`config.mk`:
```
export PLATFORM = sky130hd
export DESIGN_NAME = lane_regfile
export DESIGN_NICKNAME = d
export VERILOG_FILES = /design/src/rtl/lane_rf_pkg.sv /design/src/rtl/lane_rf_phase.sv /design/src/rtl/lane_rf_wbmux.sv /design/src/rtl/lane_rf_bank.sv /design/src/rtl/lane_regfile.sv
export SDC_FILE = /design/constraint.sdc
export NUM_CORES = 1
export LEC_CHECK = 0
export CORE_ASPECT_RATIO = 1.75
export CORE_UTILIZATION = 40
export DETAILED_ROUTE_END_ITERATION = 10
export PLACE_DENSITY = 0.61
export SETUP_SLACK_MARGIN = 0.3
export SLEW_MARGIN = 40
export SYNTH_ARGS = -nofsm -noshare
export SYNTH_HDL_FRONTEND = slang
export SYNTH_HIERARCHICAL = 1
export SYNTH_SLANG_ARGS = --single-unit
export TNS_END_PERCENT = 5
```
`constraint.sdc`:
```
create_clock -name clk -period 2 [get_ports clk]
set_input_delay 0.4 -clock clk [delete_from_list [all_inputs] [get_ports clk]]
set_output_delay 0.4 -clock clk [all_outputs]
set_load 0.02 [all_outputs]
```
`src/rtl/lane_rf_pkg.sv`:
```
package lane_rf_pkg;

    typedef enum logic [2:0] {
        PH_IDLE    = 3'b000,
        PH_FETCH   = 3'b001,
        PH_DECODE  = 3'b010,
        PH_REQUEST = 3'b011,
        PH_WAIT    = 3'b100,
        PH_EXECUTE = 3'b101,
        PH_UPDATE  = 3'b110,
        PH_DONE    = 3'b111
    } core_phase_e;

    typedef enum logic [1:0] {
        WB_ALU  = 2'b00,
        WB_LSU  = 2'b01,
        WB_IMM  = 2'b10,
        WB_NONE = 2'b11
    } wb_src_e;

endpackage

```
`src/rtl/lane_rf_phase.sv`:
```
module lane_rf_phase
    import lane_rf_pkg::*;
(
    input  logic [2:0] phase_code,
    input  logic       lane_en,
    input  logic       wr_req,
    output logic       capture_go,
    output logic       commit_go
);

    core_phase_e phase;

    always_comb begin
        phase = core_phase_e'(phase_code);
    end

    // Phase-to-action decode: only REQUEST and UPDATE do anything.
    always_comb begin
        capture_go = 1'b0;
        commit_go  = 1'b0;
        unique case (phase)
            PH_IDLE:    ;
            PH_FETCH:   ;
            PH_DECODE:  ;
            PH_REQUEST: capture_go = lane_en;
            PH_WAIT:    ;
            PH_EXECUTE: ;
            PH_UPDATE:  commit_go  = lane_en & wr_req;
            PH_DONE:    ;
        endcase
    end

endmodule

```
`src/rtl/lane_rf_wbmux.sv`:
```
module lane_rf_wbmux
    import lane_rf_pkg::*;
#(
    parameter int DATA_W = 8
) (
    input  logic              commit_go,
    input  logic [1:0]        sel,
    input  logic [DATA_W-1:0] alu_res,
    input  logic [DATA_W-1:0] lsu_res,
    input  logic [DATA_W-1:0] imm,
    output logic              wr_valid,
    output logic [DATA_W-1:0] wr_data
);

    wb_src_e src;

    always_comb begin
        src = wb_src_e'(sel);
    end

    always_comb begin
        wr_data  = '0;
        wr_valid = 1'b0;
        unique case (src)
            WB_ALU: begin
                wr_data  = alu_res;
                wr_valid = commit_go;
            end
            WB_LSU: begin
                wr_data  = lsu_res;
                wr_valid = commit_go;
            end
            WB_IMM: begin
                wr_data  = imm;
                wr_valid = commit_go;
            end
            WB_NONE: begin
                wr_data  = '0;
                wr_valid = 1'b0;
            end
        endcase
    end

endmodule

```
`src/rtl/lane_rf_bank.sv`:
```
module lane_rf_bank #(
    parameter int DATA_W    = 8,
    parameter int REG_COUNT = 16,
    localparam int ADDR_W   = $clog2(REG_COUNT)
) (
    input  logic              clk,
    input  logic              rst,
    input  logic              wr_valid,
    input  logic [ADDR_W-1:0] wr_addr,
    input  logic [DATA_W-1:0] wr_data,
    input  logic [ADDR_W-1:0] rd_addr_a,
    input  logic [ADDR_W-1:0] rd_addr_b,
    output logic [DATA_W-1:0] rd_data_a,
    output logic [DATA_W-1:0] rd_data_b
);

    logic [DATA_W-1:0] bank [REG_COUNT];

    for (genvar g = 0; g < REG_COUNT; g++) begin : gen_reg
        localparam logic [ADDR_W-1:0] IDX = ADDR_W'(g);
        logic [DATA_W-1:0] q;

        always_ff @(posedge clk) begin
            if (rst) begin
                q <= '0;
            end else if (wr_valid && (wr_addr == IDX)) begin
                q <= wr_data;
            end
        end

        assign bank[g] = q;
    end

    always_comb begin
        rd_data_a = bank[rd_addr_a];
        rd_data_b = bank[rd_addr_b];
    end

endmodule

```
`src/rtl/lane_regfile.sv`:
```
module lane_regfile
    import lane_rf_pkg::*;
#(
    parameter int DATA_W     = 8,
    parameter int REG_COUNT  = 16,
    localparam int ADDR_W    = $clog2(REG_COUNT),
    localparam int FIELD_W   = 3 * ADDR_W,
    localparam int DST_LSB   = 2 * ADDR_W,
    localparam int SRCA_LSB  = ADDR_W,
    localparam int SRCB_LSB  = 0
) (
    input  logic               clk,
    input  logic               rst,
    input  logic               lane_en,
    input  logic [2:0]         core_phase,
    input  logic [FIELD_W-1:0] instr_lo,
    input  logic               rf_wr_en,
    input  logic [1:0]         wb_sel,
    input  logic [DATA_W-1:0]  alu_res,
    input  logic [DATA_W-1:0]  lsu_res,
    output logic [DATA_W-1:0]  opnd_a,
    output logic [DATA_W-1:0]  opnd_b
);

    logic               capture_go;
    logic               commit_go;
    logic               wr_valid;
    logic [DATA_W-1:0]  wr_data;
    logic [DATA_W-1:0]  rd_a;
    logic [DATA_W-1:0]  rd_b;
    logic [ADDR_W-1:0]  dst_idx;
    logic [ADDR_W-1:0]  srca_idx;
    logic [ADDR_W-1:0]  srcb_idx;
    logic [DATA_W-1:0]  imm;

    always_comb begin
        dst_idx  = instr_lo[DST_LSB  +: ADDR_W];
        srca_idx = instr_lo[SRCA_LSB +: ADDR_W];
        srcb_idx = instr_lo[SRCB_LSB +: ADDR_W];
        imm      = instr_lo[DATA_W-1:0];
    end

    lane_rf_phase u_phase (
        .phase_code (core_phase),
        .lane_en    (lane_en),
        .wr_req     (rf_wr_en),
        .capture_go (capture_go),
        .commit_go  (commit_go)
    );

    lane_rf_wbmux #(.DATA_W(DATA_W)) u_wbmux (
        .commit_go (commit_go),
        .sel       (wb_sel),
        .alu_res   (alu_res),
        .lsu_res   (lsu_res),
        .imm       (imm),
        .wr_valid  (wr_valid),
        .wr_data   (wr_data)
    );

    lane_rf_bank #(.DATA_W(DATA_W), .REG_COUNT(REG_COUNT)) u_bank (
        .clk       (clk),
        .rst       (rst),
        .wr_valid  (wr_valid),
        .wr_addr   (dst_idx),
        .wr_data   (wr_data),
        .rd_addr_a (srca_idx),
        .rd_addr_b (srcb_idx),
        .rd_data_a (rd_a),
        .rd_data_b (rd_b)
    );

    // Operand latch: loads only on the request phase.
    always_ff @(posedge clk) begin
        if (rst) begin
            opnd_a <= '0;
            opnd_b <= '0;
        end else if (capture_go) begin
            opnd_a <= rd_a;
            opnd_b <= rd_b;
        end
    end

endmodule

```
==> impl_metrics.csv <==
group,metric,value,unit
status,status,"finished clean",
setup_path,reg2reg_from,"u_bank/gen_reg[1].q[6]",
layout,layout-area-overhead-vs-synth,24.03,%
setup_path,required,1600,ps
setup_path,worstRegToRegCells,5,
die,boundaryPins,53,
timing,min_period,1808,ps
clocking,clkLatencyLatePin,440,ps
logic_synthesis,synth_area,7869,sq um
timing,grt_setup_unrepaired,"true",
setup_path,critPathMaxFanout,2,
clocking,cts_buffers,17,
drt,first_iter_violations,712,
timing,finClkSkew,8.113,ps
setup_path,max_stage_delay,610,ps
layout,n_antenna_cell,0,
clocking,cts_max_level,4,
global_route,globalRouteOverflowTotal,0,
global_route,grt_pass1_wl,40730,microns
timing,max_freq,0.5531,GHz
drt,post_drt_wl_per_cell,24.08,microns
die,fp.dieH,187.5,microns
place,gp_congestion,0.8146,
timing,period_share,90.40,%
clocking,cts_tree,"built",
hold_path,hp-class,"input pin to register",
place,placed_cells,1070,
logic_synthesis,yosys_warnings,6,
job,maxCapViolCount,0,
global_route,grt_pass1_vias,7016,
clocking,clk_pin_slew,60,ps
timing,finalMaxSlewViolations,0,
die,rows,67,
place,port_buffers,52,
setup_path,r2r_slack,440,ps
place,dpl-instance-area,8932,sq um
die,dieArea,20260,sq um
power,p_leak,0.003502,uW
layout,stdcell_area,9759,sq um
drt,vias_per_cell,6.492,
die,initial_utilization,40.99,%
global_route,grt_max_degree,56,
clocking,root_buffer,"clkbuf_16",
die,fp.coreArea,19200,sq um
setup_path,startpoint_type,"register",
power,max-vdd-ir-drop,637.5,uV
setup_path,critical_path_arrival,1410,ps
logic_synthesis,ys_types,34,
setup_path,end_kind,"output pin",
logic_synthesis,synth.yosys.seq_area_share,36.64,%
setup_path,timing.rr.end,"opnd_b[6]",
timing,whs,269.6,ps
logic_synthesis,syn_nets,867,
timing,setup_violations,0,
timing,tightest_slew,769.3,ps
layout,num-nets-final,897,
logic_synthesis,ys_seq_elements,144,
setup_path,crit_buf_inv,1,
power,p_per_area,691.8,nW/um^2
layout,final_cells,1114,
setup_path,critical_path.slowest_cell,"clkdlybuf4s50_1",
setup_path,crit_family,"buffers and inverters",
die,die_x,108.0,microns
drt,vias,7232,
clocking,clock_sinks,144,
logic_synthesis,syn_area_per_cell,9.480,sq um
drt,routed_wl,26830,microns
setup_path,crit_type,"register to output pin",
hold_path,min_from,"rst",
place,dp_hpwl,16150,microns
setup_path,path_cells,"clkdlybuf4s50_1",
drt,ant_nets,0,
drt,dr.pass1.iters,5,
clocking,clock_path_buffers,2,
timing,maxSlewHeadroom,48.60,%
drt,post-route-drc-count,0,
global_route,antenna_found_initial,0,
layout,drive_gt1_share,17.64,%
global_route,grt_use_total,26.77,%
logic_synthesis,syn_inst,830,
hold_path,min_path_cells,2,
hold_path,min_to,"u_bank/gen_reg[9].q[2]",
timing,hold_viol_final,0,
-- layout by cell type, fill, tap and decap left out, types with 17 or more instances in the layout --
| cell type | count |
|---|---|
| nand2_1 | 17 |
| nor2_1 | 18 |
| clkbuf_16 | 17 |
| mux2i_1 | 24 |
| buf_12 | 35 |
| mux4_1 | 33 |
| a21oi_1 | 127 |
| nand3_1 | 127 |
| clkdlybuf4s50_1 | 33 |
| a22oi_1 | 32 |
| o21ai_0 | 114 |
| dfxtp_1 | 144 |
| buf_4 | 29 |
| mux4_2 | 29 |
-- worst max-delay path by stage --
| stage | from | end | depth (start not counted) |
|---|---|---|---|
| 6_report | opnd_b[5] | opnd_b[5] | 1 |
| 5_1_grt | opnd_a[7] | opnd_a[7] | 1 |
| 4_1_cts | opnd_a[2] | opnd_a[2] | 1 |
| 3_5_place_dp | core_phase[2] | u_bank/gen_reg[1].q[4] | 7 |
| 3_3_place_gp | rf_wr_en | u_bank/gen_reg[3].q[6] | 7 |
| 2_1_floorplan | instr_lo[4] | opnd_a[5] | 7 |
-- registers in the layout (all words and copies together) (netlist names) --
register / flops
opnd_b: 8
u_bank/gen.q: 128
opnd_a: 8
-- cell type report --
class | instances | area [sq um]
clock inverter | 13 | 130.1
timing repair buffer | 121 | 1543
clock buffer | 19 | 452.9
multi-input combinational | 576 | 4449
sequential | 144 | 2883
fill | 1670 | 9438
tap | 241 | 301.5
-- synthesized netlist by cell type (all sizes together) --
library cell,count,area [sq um]
buf,49,384.1
nor2b,7,51.30
o21ai,128,640.6
and3,1,6.260
a22oi,32,240.2
dfxtp,144,2883
and2,3,18.77
a21oi,128,640.6
nand2,17,63.81
and4b,1,10.01
nand2b,2,12.51
clkbuf,64,242.7
mux2i,24,240.2
nand4,1,6.260
o2bb2ai,8,70.07
nand3,129,645.6
or2,1,6.260
nor2,20,75.07
nor3b,1,12.51
nand3b,2,15.01
and3b,2,17.52
or3b,1,8.760
mux4,64,1570
a21boi,1,7.510
-- per-stage QoR --
step / worst slack [ps] / util (%) / TNS [ps] / power, uW
finish: 192.0 / 50.84 / 0 / 6752
global route: 159.9 / 50.84 / 0 / 6899
CTS: 166.5 / 50.60 / 0 / 6764
detailed placement: -336.7 / 46.53 / -29140 / 3648
global placement: -306.1 / 46.53 / -28060 / 3648
floorplan: 297.0 / - / 0 / 3305
-- routing by layer --
metal | vias to the layer above | track usage (%) | wire length [microns]
met5 | - | 0 | 0
met3 | 87 | 4.310 | 1905
met1 | 3562 | 30.33 | 9642
met2 | 381 | 47.26 | 14130
li1 | 3202 | - | -
met4 | 0 | 13.86 | 1147
-- cells by family after synthesis --
| kind of cell | synth area share, % |
|---|---|
| muxes | 23.01 |
| DFF | 36.64 |
| buffers and inverters | 7.966 |
| and+or+nand+nor | 12.07 |
| AOI/OAI and AO/OA | 20.32 |
-- power by group --
group          leakage, uW  total, uW  internal (uW)  switching, uW
combinational      0.00206        737            294            443
sequential         0.00116       2870           2870           1.25
clock             0.000278       3140           1800           1350
-- timing repair --
action	in CTS	in global routing
resized for setup	23	17
setup buffers	6	0
gates cloned	6	0
setup endpoints to repair	152	145
hold buffers	0	0
pin swaps	7	4
Note: power is estimated with default switching activity, not from simulation.
